File: config.mk
export PLATFORM = sky130hd
export DESIGN_NAME = branch_xchg_unit
export DESIGN_NICKNAME = d
export VERILOG_FILES = /design/src/rtl/bxu_pkg.sv /design/src/rtl/bxu_target.sv /design/src/rtl/bxu_select.sv /design/src/rtl/bxu_state.sv /design/src/rtl/bxu_outreg.sv /design/src/rtl/branch_xchg_unit.sv
export SDC_FILE = /design/constraint.sdc
export NUM_CORES = 1
export LEC_CHECK = 0
export BUFFER_PORTS_ARGS = -buffer_cell sky130_fd_sc_hd__buf_4
export CAP_MARGIN = 15
export CORE_MARGIN = 8
export CORE_UTILIZATION = 45
export CTS_CLUSTER_DIAMETER = 200
export DETAILED_ROUTE_END_ITERATION = 7
export HOLD_SLACK_MARGIN = 0.02
export PLACE_DENSITY = 0.68
export SYNTH_ARGS = -nofsm -noshare
export SYNTH_HDL_FRONTEND = slang
export SYNTH_SLANG_ARGS = --single-unit
File: constraint.sdc
create_clock -name clk -period 7.6 [get_ports clk]
set_input_delay 0 -clock clk [delete_from_list [all_inputs] [get_ports clk]]
set_output_delay 0 -clock clk [all_outputs]
set_load 0.02 [all_outputs]
File: src/rtl/bxu_pkg.sv
package bxu_pkg;
  localparam int KIND_W = 2;

  typedef enum logic [KIND_W-1:0] {
    XK_SEQ      = 2'd0,
    XK_DIRECT   = 2'd1,
    XK_INDIRECT = 2'd2,
    XK_SWI      = 2'd3
  } xfer_kind_e;

  typedef enum logic {
    ACT_STEP  = 1'b0,
    ACT_FLUSH = 1'b1
  } pipe_act_e;
endpackage

File: src/rtl/bxu_target.sv
// Address arithmetic: direct target, indirect target, sequential step, link value.
module bxu_target #(
  parameter int XLEN       = 32,
  parameter int OFS_W      = 24,
  parameter int SHIFT      = 2,
  parameter int INC_WIDE   = 4,
  parameter int INC_NARROW = 2
) (
  input  logic [XLEN-1:0]  cur_pc,
  input  logic [OFS_W-1:0] offset,
  input  logic [XLEN-1:0]  opnd,
  input  logic             compact,
  output logic [XLEN-1:0]  br_tgt,
  output logic [XLEN-1:0]  ind_tgt,
  output logic [XLEN-1:0]  seq_pc,
  output logic [XLEN-1:0]  link_val
);
  localparam int EXT_W = XLEN - OFS_W - SHIFT;

  logic [XLEN-1:0] ofs_ext;

  generate
    if (SHIFT > 0) begin : g_shift
      assign ofs_ext = {{EXT_W{offset[OFS_W-1]}}, offset, {SHIFT{1'b0}}};
    end else begin : g_noshift
      assign ofs_ext = {{EXT_W{offset[OFS_W-1]}}, offset};
    end
  endgenerate

  assign br_tgt   = cur_pc + ofs_ext;
  assign ind_tgt  = {opnd[XLEN-1:1], 1'b0};
  assign link_val = {cur_pc[XLEN-1:1], 1'b0};
  assign seq_pc   = cur_pc + (compact ? XLEN'(INC_NARROW) : XLEN'(INC_WIDE));
endmodule

File: src/rtl/bxu_select.sv
// Per-kind decision: picks the next PC and side effects for one instruction.
module bxu_select
  import bxu_pkg::*;
#(
  parameter int XLEN = 32
) (
  input  logic              cond_pass,
  input  logic [KIND_W-1:0] kind,
  input  logic              link,
  input  logic [XLEN-1:0]   cur_pc,
  input  logic [XLEN-1:0]   br_tgt,
  input  logic [XLEN-1:0]   ind_tgt,
  input  logic [XLEN-1:0]   seq_pc,
  output logic [XLEN-1:0]   sel_pc,
  output logic              sel_flush,
  output logic              sel_lr_we,
  output logic              sel_swi,
  output logic              sel_st_load
);
  xfer_kind_e k;
  assign k = xfer_kind_e'(kind);

  always_comb begin
    sel_pc      = seq_pc;
    sel_flush   = ACT_STEP;
    sel_lr_we   = 1'b0;
    sel_swi     = 1'b0;
    sel_st_load = 1'b0;
    if (cond_pass) begin
      unique case (k)
        XK_DIRECT: begin
          sel_pc    = br_tgt;
          sel_flush = ACT_FLUSH;
          sel_lr_we = link;
        end
        XK_INDIRECT: begin
          sel_pc      = ind_tgt;
          sel_flush   = ACT_FLUSH;
          sel_st_load = 1'b1;
        end
        XK_SWI: begin
          sel_pc    = cur_pc;
          sel_flush = ACT_FLUSH;
          sel_swi   = 1'b1;
        end
        default: begin
          sel_pc = seq_pc;
        end
      endcase
    end
  end
endmodule

File: src/rtl/bxu_state.sv
// Instruction-set state register.
module bxu_state (
  input  logic clk,
  input  logic rst,
  input  logic load,
  input  logic new_bit,
  output logic state_q
);
  always_ff @(posedge clk) begin
    if (rst)       state_q <= 1'b0;
    else if (load) state_q <= new_bit;
  end
endmodule

File: src/rtl/bxu_outreg.sv
// Output register stage.
module bxu_outreg #(
  parameter int XLEN = 32
) (
  input  logic            clk,
  input  logic            rst,
  input  logic            in_valid,
  input  logic [XLEN-1:0] d_pc,
  input  logic            d_flush,
  input  logic            d_lr_we,
  input  logic [XLEN-1:0] d_lr_data,
  input  logic            d_swi,
  output logic            q_valid,
  output logic [XLEN-1:0] q_pc,
  output logic            q_flush,
  output logic            q_lr_we,
  output logic [XLEN-1:0] q_lr_data,
  output logic            q_swi
);
  always_ff @(posedge clk) begin
    if (rst) begin
      q_valid   <= 1'b0;
      q_pc      <= '0;
      q_flush   <= 1'b0;
      q_lr_we   <= 1'b0;
      q_lr_data <= '0;
      q_swi     <= 1'b0;
    end else begin
      q_valid <= in_valid;
      q_lr_we <= in_valid & d_lr_we;
      q_swi   <= in_valid & d_swi;
      if (in_valid) begin
        q_pc      <= d_pc;
        q_flush   <= d_flush;
        q_lr_data <= d_lr_data;
      end
    end
  end
endmodule

File: src/rtl/branch_xchg_unit.sv
module branch_xchg_unit
  import bxu_pkg::*;
#(
  parameter int XLEN       = 32,
  parameter int OFS_W      = 24,
  parameter int SHIFT      = 2,
  parameter int INC_WIDE   = 4,
  parameter int INC_NARROW = 2,
  parameter int RIDX_W     = 4,
  parameter int LINK_IDX   = 14
) (
  input  logic              clk,
  input  logic              rst,
  input  logic              in_valid,
  input  logic              cond_pass,
  input  logic [1:0]        kind,
  input  logic              link,
  input  logic [OFS_W-1:0]  offset,
  input  logic [XLEN-1:0]   opnd,
  input  logic [XLEN-1:0]   cur_pc,
  output logic              out_valid,
  output logic [XLEN-1:0]   next_pc,
  output logic              lr_we,
  output logic [RIDX_W-1:0] lr_idx,
  output logic [XLEN-1:0]   lr_data,
  output logic              compact,
  output logic              action,
  output logic              swi_req
);
  logic [XLEN-1:0] br_tgt, ind_tgt, seq_pc, link_val, sel_pc;
  logic            sel_flush, sel_lr_we, sel_swi, sel_st_load;

  bxu_target #(
    .XLEN(XLEN), .OFS_W(OFS_W), .SHIFT(SHIFT),
    .INC_WIDE(INC_WIDE), .INC_NARROW(INC_NARROW)
  ) u_tgt (
    .cur_pc(cur_pc), .offset(offset), .opnd(opnd), .compact(compact),
    .br_tgt(br_tgt), .ind_tgt(ind_tgt), .seq_pc(seq_pc), .link_val(link_val)
  );

  bxu_select #(.XLEN(XLEN)) u_sel (
    .cond_pass(cond_pass), .kind(kind), .link(link), .cur_pc(cur_pc),
    .br_tgt(br_tgt), .ind_tgt(ind_tgt), .seq_pc(seq_pc),
    .sel_pc(sel_pc), .sel_flush(sel_flush), .sel_lr_we(sel_lr_we),
    .sel_swi(sel_swi), .sel_st_load(sel_st_load)
  );

  bxu_state u_st (
    .clk(clk), .rst(rst), .load(in_valid & sel_st_load),
    .new_bit(opnd[0]), .state_q(compact)
  );

  bxu_outreg #(.XLEN(XLEN)) u_out (
    .clk(clk), .rst(rst), .in_valid(in_valid),
    .d_pc(sel_pc), .d_flush(sel_flush), .d_lr_we(sel_lr_we),
    .d_lr_data(link_val), .d_swi(sel_swi),
    .q_valid(out_valid), .q_pc(next_pc), .q_flush(action),
    .q_lr_we(lr_we), .q_lr_data(lr_data), .q_swi(swi_req)
  );

  assign lr_idx = RIDX_W'(LINK_IDX);
endmodule

---- Word level (Yosys, flattened, before mapping) ----
Cells that the tools add are included.
operators by class
  $add $sub $neg .......................... 2
  eq/ne operators ......................... 3
  mux-type cells .......................... 11
  bitwise operators ....................... 3
  reductions and logical operators ........ 1
operators with widths
  cell                                           number
  one-hot mux 32 bit (3 select lines)            1
  adder 32 bit                                   2
  two-way mux 32 bit                             1
  two-way mux 1 bit                              8
  == test 2 bit, second input constant           2
  AND 1 bit                                      3
  two-way mux 3 bit                              1
  OR reduction 3 bit                             1
  == test 2 x 1 -> 1 bit, second input constant  1
storage, ports and cells
  register bits ........................... 68
  output and inout bits ................... 73
  word-level logic and storage cells ...... 27

---- Longest topological paths before layout ----
Gate-level depths: netlist of the first run.
  depth in word-level cells ............... 4
  mapped depth ............................ 12

---- By module ----
Synthesis of the first run repeated with hierarchy kept, for this count alone.
second synthesis, totals
  cells, all modules ...................... 821
  area total of the unflattened synthesis .. 6971.7 µm²
modules (own cells, without submodules)
  module            times used  cells an instance  area an instance (µm²)  sequential area each (µm²)
  bxu_target        1           404                2767.7                  0.0
  bxu_outreg        1           216                2431.1                  1361.3
  bxu_select        1           191                1695.4                  0.0
  branch_xchg_unit  1           7                  43.8                    0.0
  bxu_state         1           3                  33.8                    20.0

---- Worst setup path before layout of the first run ----
Ideal clock, no wire load.
  kind .................................... reg-to-reg
  start point ............................. register u_st.state_q
  end point ............................... register u_out.q_pc[31]
  setup time .............................. 60 ps
  data arrival time ....................... 2497 ps
  path slack .............................. 5044 ps
  cell stages (with the launch flop) ...... 12
  buffers on the path ..................... 1
  period minus slack after synthesis ...... 2556 ps
  cells stage by stage .................... dfxtp_1 -> ha_1 -> fa_1 -> and4_1 -> and2b_1 -> and3_1 -> and2_1 -> buf_2 -> nand3_1 -> xor2_1 -> a311oi_1 -> o311a_1
between the ends
  word-level cells in the longest chain between the ends .. 4
RTL lines
  what                                 line              source
  start, declared                      bxu_state.sv:7    output logic state_q
  start signal, assigned               bxu_state.sv:11   else if (load) state_q <= new_bit;
  two-way mux 3 bit *                  bxu_target.sv:33  assign seq_pc = cur_pc + (compact ? XLEN'(INC_NARROW) : XLEN'(INC_WIDE));
  adder 32 bit *                       bxu_target.sv:33
  one-hot mux 32 bit (3 select lines)  bxu_select.sv:30  unique case (k)
  two-way mux 32 bit *                 bxu_select.sv:29  if (cond_pass) begin
  end signal, assigned                 bxu_outreg.sv:33  q_pc <= d_pc;
  end, declared                        bxu_outreg.sv:14  output logic [XLEN-1:0] q_pc,
Every way passes the cells marked *; elsewhere a longest branch is shown, timed or not.
A chain may end at the register's enable or synchronous reset.

---- Worst setup path in the final report of the first run ----
  start point ............................. input port cur_pc[2]
  end point ............................... register u_out.q_pc[22]
between the ends
  word-level cells in the longest chain between the ends .. 3
RTL lines
  what                                 line                                source
  start, declared                      branch_xchg_unit.sv:20              input logic [XLEN-1:0] cur_pc,
  adder 32 bit (on tied branches)      bxu_target.sv:33, bxu_target.sv:30
  one-hot mux 32 bit (3 select lines)  bxu_select.sv:30
  two-way mux 32 bit *                 bxu_select.sv:29
Marks and branches as above.

==> metrics, run 1 <==
drt total wl=~19000 microns; worst setup path category=in2reg; CP arrival=around 3200 ps; most frequent cell after synthesis=nor2_1; port bufs=162; top cell type's share of synthesized area=between 20% and 30%; fmax=0.3364 GHz; Pwr Density=180.6 nW/um^2; Mapped Cells=665; Slew headroom=40.07%; initial core utilization=46.01%; Via density=between 5 and 6; HP Class=in2reg; synth cell count leaders=nor2_1 (83), dfxtp_1 (68), nand2_1 (66), a21oi_1 (55), mux2i_1 (49); Pleak=3.259 nW; Clock Latency Late Sink=between 300 and 400 ps; Initial DRC Count=403; CTS clock-pin slew for the worst setup and hold paths=60 ps; global-route wire length before repair=~30000 microns; Netlist cell types=60; sequential area share after synthesis=26.02%; Critical Path RT=7840 ps; Post-synth EDFFs=0; worst reg2reg path depth=11; via count of the first global-routing pass=5747; chip width=approximately 120 microns; #FFs+latches synth=68; Sink Count=68; vias=approximately 5700; status=complete, no violations; final hold viol count=0; Ys Warns=0; Final Critical Period=2973 ps; CP endpoint kind=flop; Avg Cell Area, Syn=7.867 sq um; Pins Over Slew Limit=0; Max Buffers Root-to-Sink=2; share of layout cells above drive strength 1=22.91%; Core Region=around 11000 sq um; Overflow after GRT=0; Synth-to-Final Area Change=36.83%; Post-DP HPWL=13740 microns; Worst-Margin Slew=895.7 ps; Num CTS Buffers=9; post-synth top area cell=dfxtp_1; Hold Crit Depth=2; VDD IR-drop max=0.1234 mV; Die Y=123.8 microns; CTS tree=yes; # DRC=0; Placer Congestion=0.9271; prevailing post-synth register cell=dfxtp_1; fraction of registers with async set/reset=0%; largest net degree at the start of global routing=63; post-route ant nets=0; die area=around 15000 sq um; MaxCap Viol Count=0; fin crit share=39.11%; GR Util All Layers=24.76%; initial antenna violation count=0; TritonRoute pass-1 iters=5; H-tree Lvls=3; I/O pin total=roughly 170; setup bufs post-CTS=0; synthesized cell area=5231 sq um; diode count=0; CTS Root Cell=clkbuf_16; crit path max fanout=5; crit path launch type=input pin; ranking of synthesized cells by area=dfxtp_1 (26%), mux2i_1 (9.4%), ha_1 (7.4%); final setup fails=0; # rows=39; clk_skew=~2.6 ps; Routed WL per cell=19.44 microns; setup TNS=0 ps; post-layout util=62.96%; Final nets=~960; unrepaired setup endpoints after global routing=false
-- layout by cell type (no fill, tap or decap), types with 18 or more instances in the layout --
cell type and instances:
buf_4 165, nor2_1 83, dfxtp_1 68, nand2_1 66
a21oi_1 55, mux2i_1 49, dlygate4sd3_1 34, xnor2_1 33
ha_1 31, o21ai_0 30, xor2_1 21, nand3_1 18
-- worst paths after layout --
path / startpoint / endpoint / slack [ps]
worst max register to register: u_st.state_q / u_out.q_pc[24] / 4790
worst max-delay path: cur_pc[2] / u_out.q_pc[22] / 4630
worst min register to register: u_out.q_pc[27] / u_out.q_pc[27] / 470
worst min-delay path: cond_pass / u_out.q_lr_we / 60
-- layer usage --
metal  GRT usage (%)  part of all wire (%)
met3           5.032                   8.4
met4           12.42                   3.6
met5               0                     0
met1           29.82                    41
met2           41.18                    47
-- worst max-delay path, stage by stage --
cell and delay (ps):
dlygate4sd3_1 530, buf_4 140, ha_1 190, inv_1 60, fa_1 380, nand2b_1 170
a21oi_1 180, o211ai_1 210, o21ai_0 480, nor2_1 100, xor2_1 160, o211ai_1 160
a221oi_1 100, a2111oi_1 320
-- power by group --
| group | total, mW | internal [mW] | switching [mW] |
|---|---|---|---|
| clock network | 0.505 | 0.330 | 0.175 |
| registers | 0.396 | 0.381 | 0.0151 |
| logic | 0.392 | 0.175 | 0.217 |
-- registers in the layout, indices dropped and copies added, names as in the netlist --
| register | count |
|---|---|
| u_out.q_lr_data | 31 |
| u_st.state_q | 1 |
| u_out.q_valid | 1 |
| u_out.q_pc | 32 |
| u_out.q_swi | 1 |
| u_out.q_flush | 1 |
| u_out.q_lr_we | 1 |
-- stage by stage --
stage               instances  worst slack [ps]  power (mW)  hold WS [ps]  cell area (sq um)
floorplan                 668              5044      0.6353         136.0               5243
global placement          931              4907      0.7744         255.3               6467
detailed placement        931              4848      0.7780         267.2               6467
CTS                       981              4648       1.298         49.21               7158
global route              981              4393       1.352         68.35               7158
finish                    981              4627       1.293         61.63               7158
-- cell families after synthesis --
kind of cell | after synthesis | synth area share [%]
AOI/OAI and AO/OA | 177 | 22.60
other | 2 | 0.1436
buffers and inverters | 55 | 4.401
DFF | 68 | 26.02
muxes | 51 | 9.806
xor gates and xnor gates | 54 | 9.041
and+or+nand+nor | 225 | 19.80
adders and majority gates | 33 | 8.180
-- what timing repair did --
action / 4_1_cts / 5_1_grt
resized for setup: 0 / 0
hold buffers: 34 / 0
endpoints found under the hold margin: 35 / 0
-- layout make-up --
| class | count | area (sq um) |
|---|---|---|
| Tap cell | 143 | 178.9 |
| Multi-Input combinational cell | 545 | 3651 |
| Clock buffer | 10 | 239.0 |
| Timing Repair Buffer | 199 | 1579 |
| Clock inverter | 6 | 111.4 |
| Fill cell | 995 | 4212 |
| Inverter | 10 | 37.54 |
| Sequential cell | 68 | 1361 |
Note: power is estimated with default switching activity, not from simulation.
==> inputs of run 2 (changes only) <==
ABC_AREA = 1   (was default)
PLACE_DENSITY = 0.69   (was 0.68)
clock period = 2.42 ns   (was 7.6 ns; I/O delays follow)
==> metrics, run 2 <==
final setup fails=0; diode count=0; commonest non-fill, non-tap cell in the layout=nand2_1; CTS tree=yes; Critical Path Most Common Cell=nand2_1; Placer Congestion=0.9485; final hold viol count=0; Worst-Margin Slew=882.6 ps; Die Y=133.5 microns; CP max stage delay=approximately 540 ps; Overflow after GRT=0; unrepaired setup endpoints after global routing=false; Initial DRC Count=887; chip width=133.5 microns; CP max stage cell=dlygate4sd3_1; met1 Use GR=a little over a third; global-route wire length before repair=38370 microns; post-synth top area cell=dfxtp_1; Final nets=about 1300; post-route ant nets=0; drt total wl=24480 microns; fin crit share=93.14%; Placed Area=around 7500 sq um; Routed WL per cell=17.43 microns; Netlist cell types=43; #FFs+latches synth=68; reg2reg start=u_st.state_q; global routing's busiest layer=met2; worst setup path category=in2reg; CP arrival=roughly 2500 ps; crit path max fanout=6; CTS Root Cell=clkbuf_16; share of layout cells above drive strength 1=18.79%; fmax=about 0.44 GHz; area of the multi-input gates=4118 sq um; Avg Cell Area, Syn=5.860 sq um; Sink Count=68; critical path, cell by cell=dlygate4sd3_1, buf_4, ha_1, nand2_1, nor2_1, nand2_1, nand2_1, nand2_1, nand2_1, nand2_1, nand3_1, nand3_1, nand2_1, nand2_1, a21oi_1; HP Class=in2reg; synthesized cell area=6217 sq um; prevailing post-synth register cell=dfxtp_1; clk_skew=4.634 ps; Reg area=1361 sq um; port bufs=162; worst setup path endpoint=u_out.q_pc[25]; initial core utilization=45.50%; Via density=5.371; most frequent cell after synthesis=nand2_1; top flop regs=u_out.q_pc: 32 flops, u_out.q_lr_data: 31 flops; met3 global-route usage=about 7%; die area=17830 sq um; largest net degree at the start of global routing=48; Pins Over Slew Limit=0; synth cell count leaders=nand2_1 (346), inv_1 (139), a21oi_1 (96), nor2_1 (78); # rows=43; Final Critical Period=2254 ps; GR met2 Demand/Resource=41.55%; Mapped Cells=1061; Post-synth EDFFs=0; via count of the first global-routing pass=slightly above 7000; design area=7990 sq um; MaxCap Viol Count=0; Num CTS Buffers=9; top cell type's share of synthesized area=between 20% and 30%; fraction of registers with async set/reset=0%; TritonRoute pass-1 iters=6; Core Region=13670 sq um; Slew headroom=41.10%; # DRC=0; post-layout util=approximately 58%; max reg flops=32; CP endpoint kind=flop; Critical Path RT=2680 ps; crit path launch type=input pin; Pleak=just over 4 nW; # fillers=1383; vias=7541; CTS clock-pin slew for the worst setup and hold paths=50 ps; Pwr Density=499.1 nW/um^2; status=complete, no violations; setup TNS=0 ps; GR Util All Layers=26.71%; Largest Register=u_out.q_pc; worst reg2reg path depth=12; flop-to-flop setup slack=170 ps; sequential area share after synthesis=between 20% and 30%; I/O pin total=168; Ys Warns=0; initial antenna violation count=0; Max Buffers Root-to-Sink=2; H-tree Lvls=3; Clock Latency Late Sink=roughly 330 ps; Synth-to-Final Area Change=28.52%; Setup crit start=cur_pc[5]; VDD IR-drop max=between 0.3 and 0.4 mV; commonest non-fill, non-tap cells in the layout=nand2_1 (346), buf_4 (168), inv_1 (139); setup bufs post-CTS=0; ranking of synthesized cells by area=dfxtp_1 (22%), nand2_1 (21%), inv_1 (8.4%); Post-DP HPWL=19500 microns; reg2reg end=u_out.q_pc[17]
-- run 2: worst min path at each step --
stage | depth (start not counted) | start | to | slack, ps
after floorplan | 2 | link | u_out.q_lr_we | 130
after global placement | 3 | link | u_out.q_lr_we | 240
after detailed placement | 3 | link | u_out.q_lr_we | 250
after CTS | 3 | cur_pc[29] | u_out.q_lr_data[29] | 20
after global routing | 3 | cur_pc[29] | u_out.q_lr_data[29] | 20
final | 3 | cur_pc[29] | u_out.q_lr_data[29] | 20
-- run 2: critical path, delay by kind of cell --
family,cells,cell delay [ps]
AOI/OAI and AO/OA,1,120
adders and majority gates,1,390
buffers and inverters,2,720
and+or+nand+nor,11,1300
-- run 2: cell type report --
class / instances / share of cell area, %
well taps: 180 / 2.819
flip-flops and latches: 68 / 17.04
inverters: 146 / 6.859
clock buffers: 10 / 2.866
repair buffers: 185 / 17.91
multi-input cells: 810 / 51.53
clock inverters: 5 / 0.9709
-- run 2: kinds of logic after synthesis --
family | synth area share [%]
AO/OA/AOI/OAI | 19.88
XOR/XNOR | 1.268
adder cells (fa/ha/maj) | 6.883
buffers and inverters | 12.05
flip-flops | 21.90
other | 0.1208
AND/OR/NAND/NOR | 37.90
-- run 2: power by group --
| part | total [mW] | leakage, nW | internal, mW | switching [mW] |
|---|---|---|---|---|
| clock network | 1.40 | 0.148 | 0.893 | 0.509 |
| registers | 1.25 | 0.563 | 1.20 | 0.0477 |
| logic | 1.34 | 3.36 | 0.501 | 0.838 |
-- run 2: metrics by stage --
stage / power (mW) / hold slack (ps) / worst slack (ps) / instances
final: 3.988 / 20.86 / 166.1 / 1404
after global routing: 4.184 / 21.12 / 32.25 / 1404
after CTS: 3.979 / 21.81 / 221.1 / 1404
after detailed placement: 2.567 / 247.3 / 304.5 / 1372
after global placement: 2.560 / 239.3 / 293.7 / 1372
after floorplan: 2.054 / 127.3 / 500.6 / 1064
-- run 2: repair_timing --
| action | CTS | global route |
|---|---|---|
| endpoints found under the setup margin | 0 | 1 |
| endpoints found under the hold margin | 16 | 0 |
| hold buffers | 17 | 0 |
| resized for setup | 0 | 1 |
-- run 2: routing by layer --
metal | vias to the layer above | share of wire, % | routed length [microns]
met5 | - | 0 | 0
met1 | 3359 | 43 | 10590
met4 | 0 | 3.0 | 738
li1 | 3758 | - | -
met2 | 368 | 44 | 10830
met3 | 56 | 9.5 | 2322
==> inputs of run 3 (changes only) <==
CORE_UTILIZATION = 49   (was 45)
PLACE_DENSITY = 0.74   (was 0.69)
==> metrics, run 3 (same netlist as run 2, synthesis figures left out) <==
Clock Latency Late Sink=around 340 ps; Overflow after GRT=0; Initial DRC Count=roughly 810; commonest non-fill, non-tap cells in the layout=nand2_1 (346), buf_4 (168), inv_1 (139); P_sw=between 1 and 1.5 mW; worst reg2reg path depth=12; Min Hold Slack=28.79 ps; # DRC=0; unrepaired setup endpoints after global routing=false; CTS tree=yes; Pins Over Slew Limit=0; Worst path top cell family by delay=simple AND/OR/NAND/NOR gates; reg2reg start=u_st.state_q; CP arrival=2470 ps; cell-internal power=2.616 mW; Synth-to-Final Area Change=29.72%; share of layout cells above drive strength 1=19.11%; crit path launch type=input pin; Critical Path Most Common Cell=nand2_1; Die Y=128.6 microns; Routed WL per cell=17.26 microns; worst setup path category=in2reg; Final Critical Period=about 2300 ps; reg2reg end=u_out.q_pc[30]; GR Util All Layers=28.91%; setup TNS=0 ps; crit path max fanout=5; Critical Path RT=2630 ps; Sink Count=68; Critical path buffers and inverters=4; setup bufs post-CTS=0; I/O pin total=168; Worst-Margin Slew=901.6 ps; CTS clock-pin slew for the worst setup and hold paths=60 ps; global-route wire length before repair=between 30000 and 40000 microns; die area=approximately 17000 sq um; TritonRoute pass-1 iters=5; area of the multi-input gates=between 4000 and 5000 sq um; Slew headroom=39.80%; Num CTS Buffers=9; status=complete, no violations; fin crit share=just over 90%; HP Class=in2reg; VDD IR-drop max=about 0.51 mV; hold_sp=cur_pc[9]; vias=around 7600; port bufs=162; Largest Register=u_out.q_pc; critical path, cell by cell=dlygate4sd3_1, buf_4, ha_1, inv_1, fa_1, inv_1, nand3_1, nand3_1, nand2_1, nand2_1, nand2_1, nand3_1, nand2_1, nand3_1, nand2_1, nand2_1, a21oi_1; Hold Crit Depth=3; Clock Power Share=35.7%; commonest non-fill, non-tap cell in the layout=nand2_1; CP max stage cell=dlygate4sd3_1; # fillers=about 1200; CP endpoint kind=flop; CP max stage delay=530 ps; drt total wl=about 24000 microns; sequential power share=30.9%; flop-to-flop setup slack=around 180 ps; MaxCap Viol Count=0; Pleak=4.112 nW; post-route ant nets=0; CTS Root Cell=clkbuf_16; H-tree Lvls=3; Max Buffers Root-to-Sink=2; Reg area=1361 sq um; initial core utilization=49.67%; max reg flops=32; final setup fails=0; initial antenna violation count=0; Pwr Density=around 500 nW/um^2; chip width=between 100 and 150 microns; Final nets=1353; switching power share of the total=about a third; # rows=41; clk_skew=4.196 ps; fmax=0.4437 GHz; WP depth=17; diode count=0; top flop regs=u_out.q_pc: 32 flops, u_out.q_lr_data: 31 flops; final hold viol count=0; Combinational Power Share=between 30% and 40%; Core Region=12520 sq um; via count of the first global-routing pass=7217; Placer Congestion=0.9647; largest net degree at the start of global routing=48; Via density=5.408; Post-DP HPWL=about 20000 microns; hold endpoint=u_out.q_lr_data[9]
==> run 3: cell count changes in the layout (fill, tap and decap cells not counted), sizes merged <==
cell	before	now
clkbuf	10	9
inv	146	148
buf	168	169
dlygate4sd3	17	21
==> run 3: how the worst max path moves through the flow <==
stage | from | end | slack [ps]
3_3_place_gp | u_st.state_q | u_out.q_pc[30] | 260
5_1_grt | cur_pc[2] | u_out.q_pc[18] | 7
2_1_floorplan | u_st.state_q | u_out.q_pc[16] | 500
4_1_cts | cur_pc[2] | u_out.q_pc[22] | 180
3_5_place_dp | u_st.state_q | u_out.q_pc[30] | 250
6_report | cur_pc[2] | u_out.q_pc[26] | 170
==> run 3: worst reg2reg max path, delay by kind of cell, from the launching register on <==
kind / cells / cell delay [ps]
buffers and inverters: 2 / 210
adder cells (fa/ha/maj): 1 / 280
flip-flops: 1 / 400
AO/OA/AOI/OAI: 2 / 390
AND/OR/NAND/NOR: 7 / 900
==> run 3: cell type report <==
type	count	share of cell area, %
multi-input combinational	810	51.15
sequential	68	16.88
inverter	146	6.795
tap	172	2.668
clock buffer	9	2.792
timing repair buffer	190	18.49
clock inverter	7	1.226
==> run 3: metal layers <==
metal | vias to the layer above | track usage [%] | wire, microns
met2 | 359 | 48.49 | 11110
met5 | - | 0 | 0
met4 | 0 | 9.191 | 788
met3 | 61 | 6.951 | 2266
li1 | 3771 | - | -
met1 | 3391 | 35.67 | 10040
==> run 3: power groups by stage <==
stage	Sequential, mW	Clock (mW)	Combinational (mW)
6_report	1.24	1.44	1.34
3_5_place_dp	1.27	0	1.30
4_1_cts	1.24	1.45	1.33
5_1_grt	1.25	1.51	1.48
3_3_place_gp	1.27	0	1.30
2_1_floorplan	1.35	0	0.700
==> run 3: timing repair <==
| action | CTS | global route |
|---|---|---|
| endpoints found under the setup margin | 0 | 2 |
| endpoints found under the hold margin | 19 | 1 |
| gates resized for setup | 0 | 1 |
| hold buffers | 20 | 1 |
==> run 3: per-stage QoR <==
stage / power, mW / std cells / cell area [sq um] / setup slack, ps / util [%]
after global routing: 4.239 / 1402 / 8065 / 6.575 / 64.43
after floorplan: 2.054 / 1064 / 6228 / 500.6 / -
final: 4.024 / 1402 / 8065 / 166.1 / 64.43
after CTS: 4.021 / 1401 / 8050 / 182.2 / 64.31
after detailed placement: 2.566 / 1365 / 7526 / 250.3 / 60.13
after global placement: 2.561 / 1365 / 7526 / 258.8 / 60.13
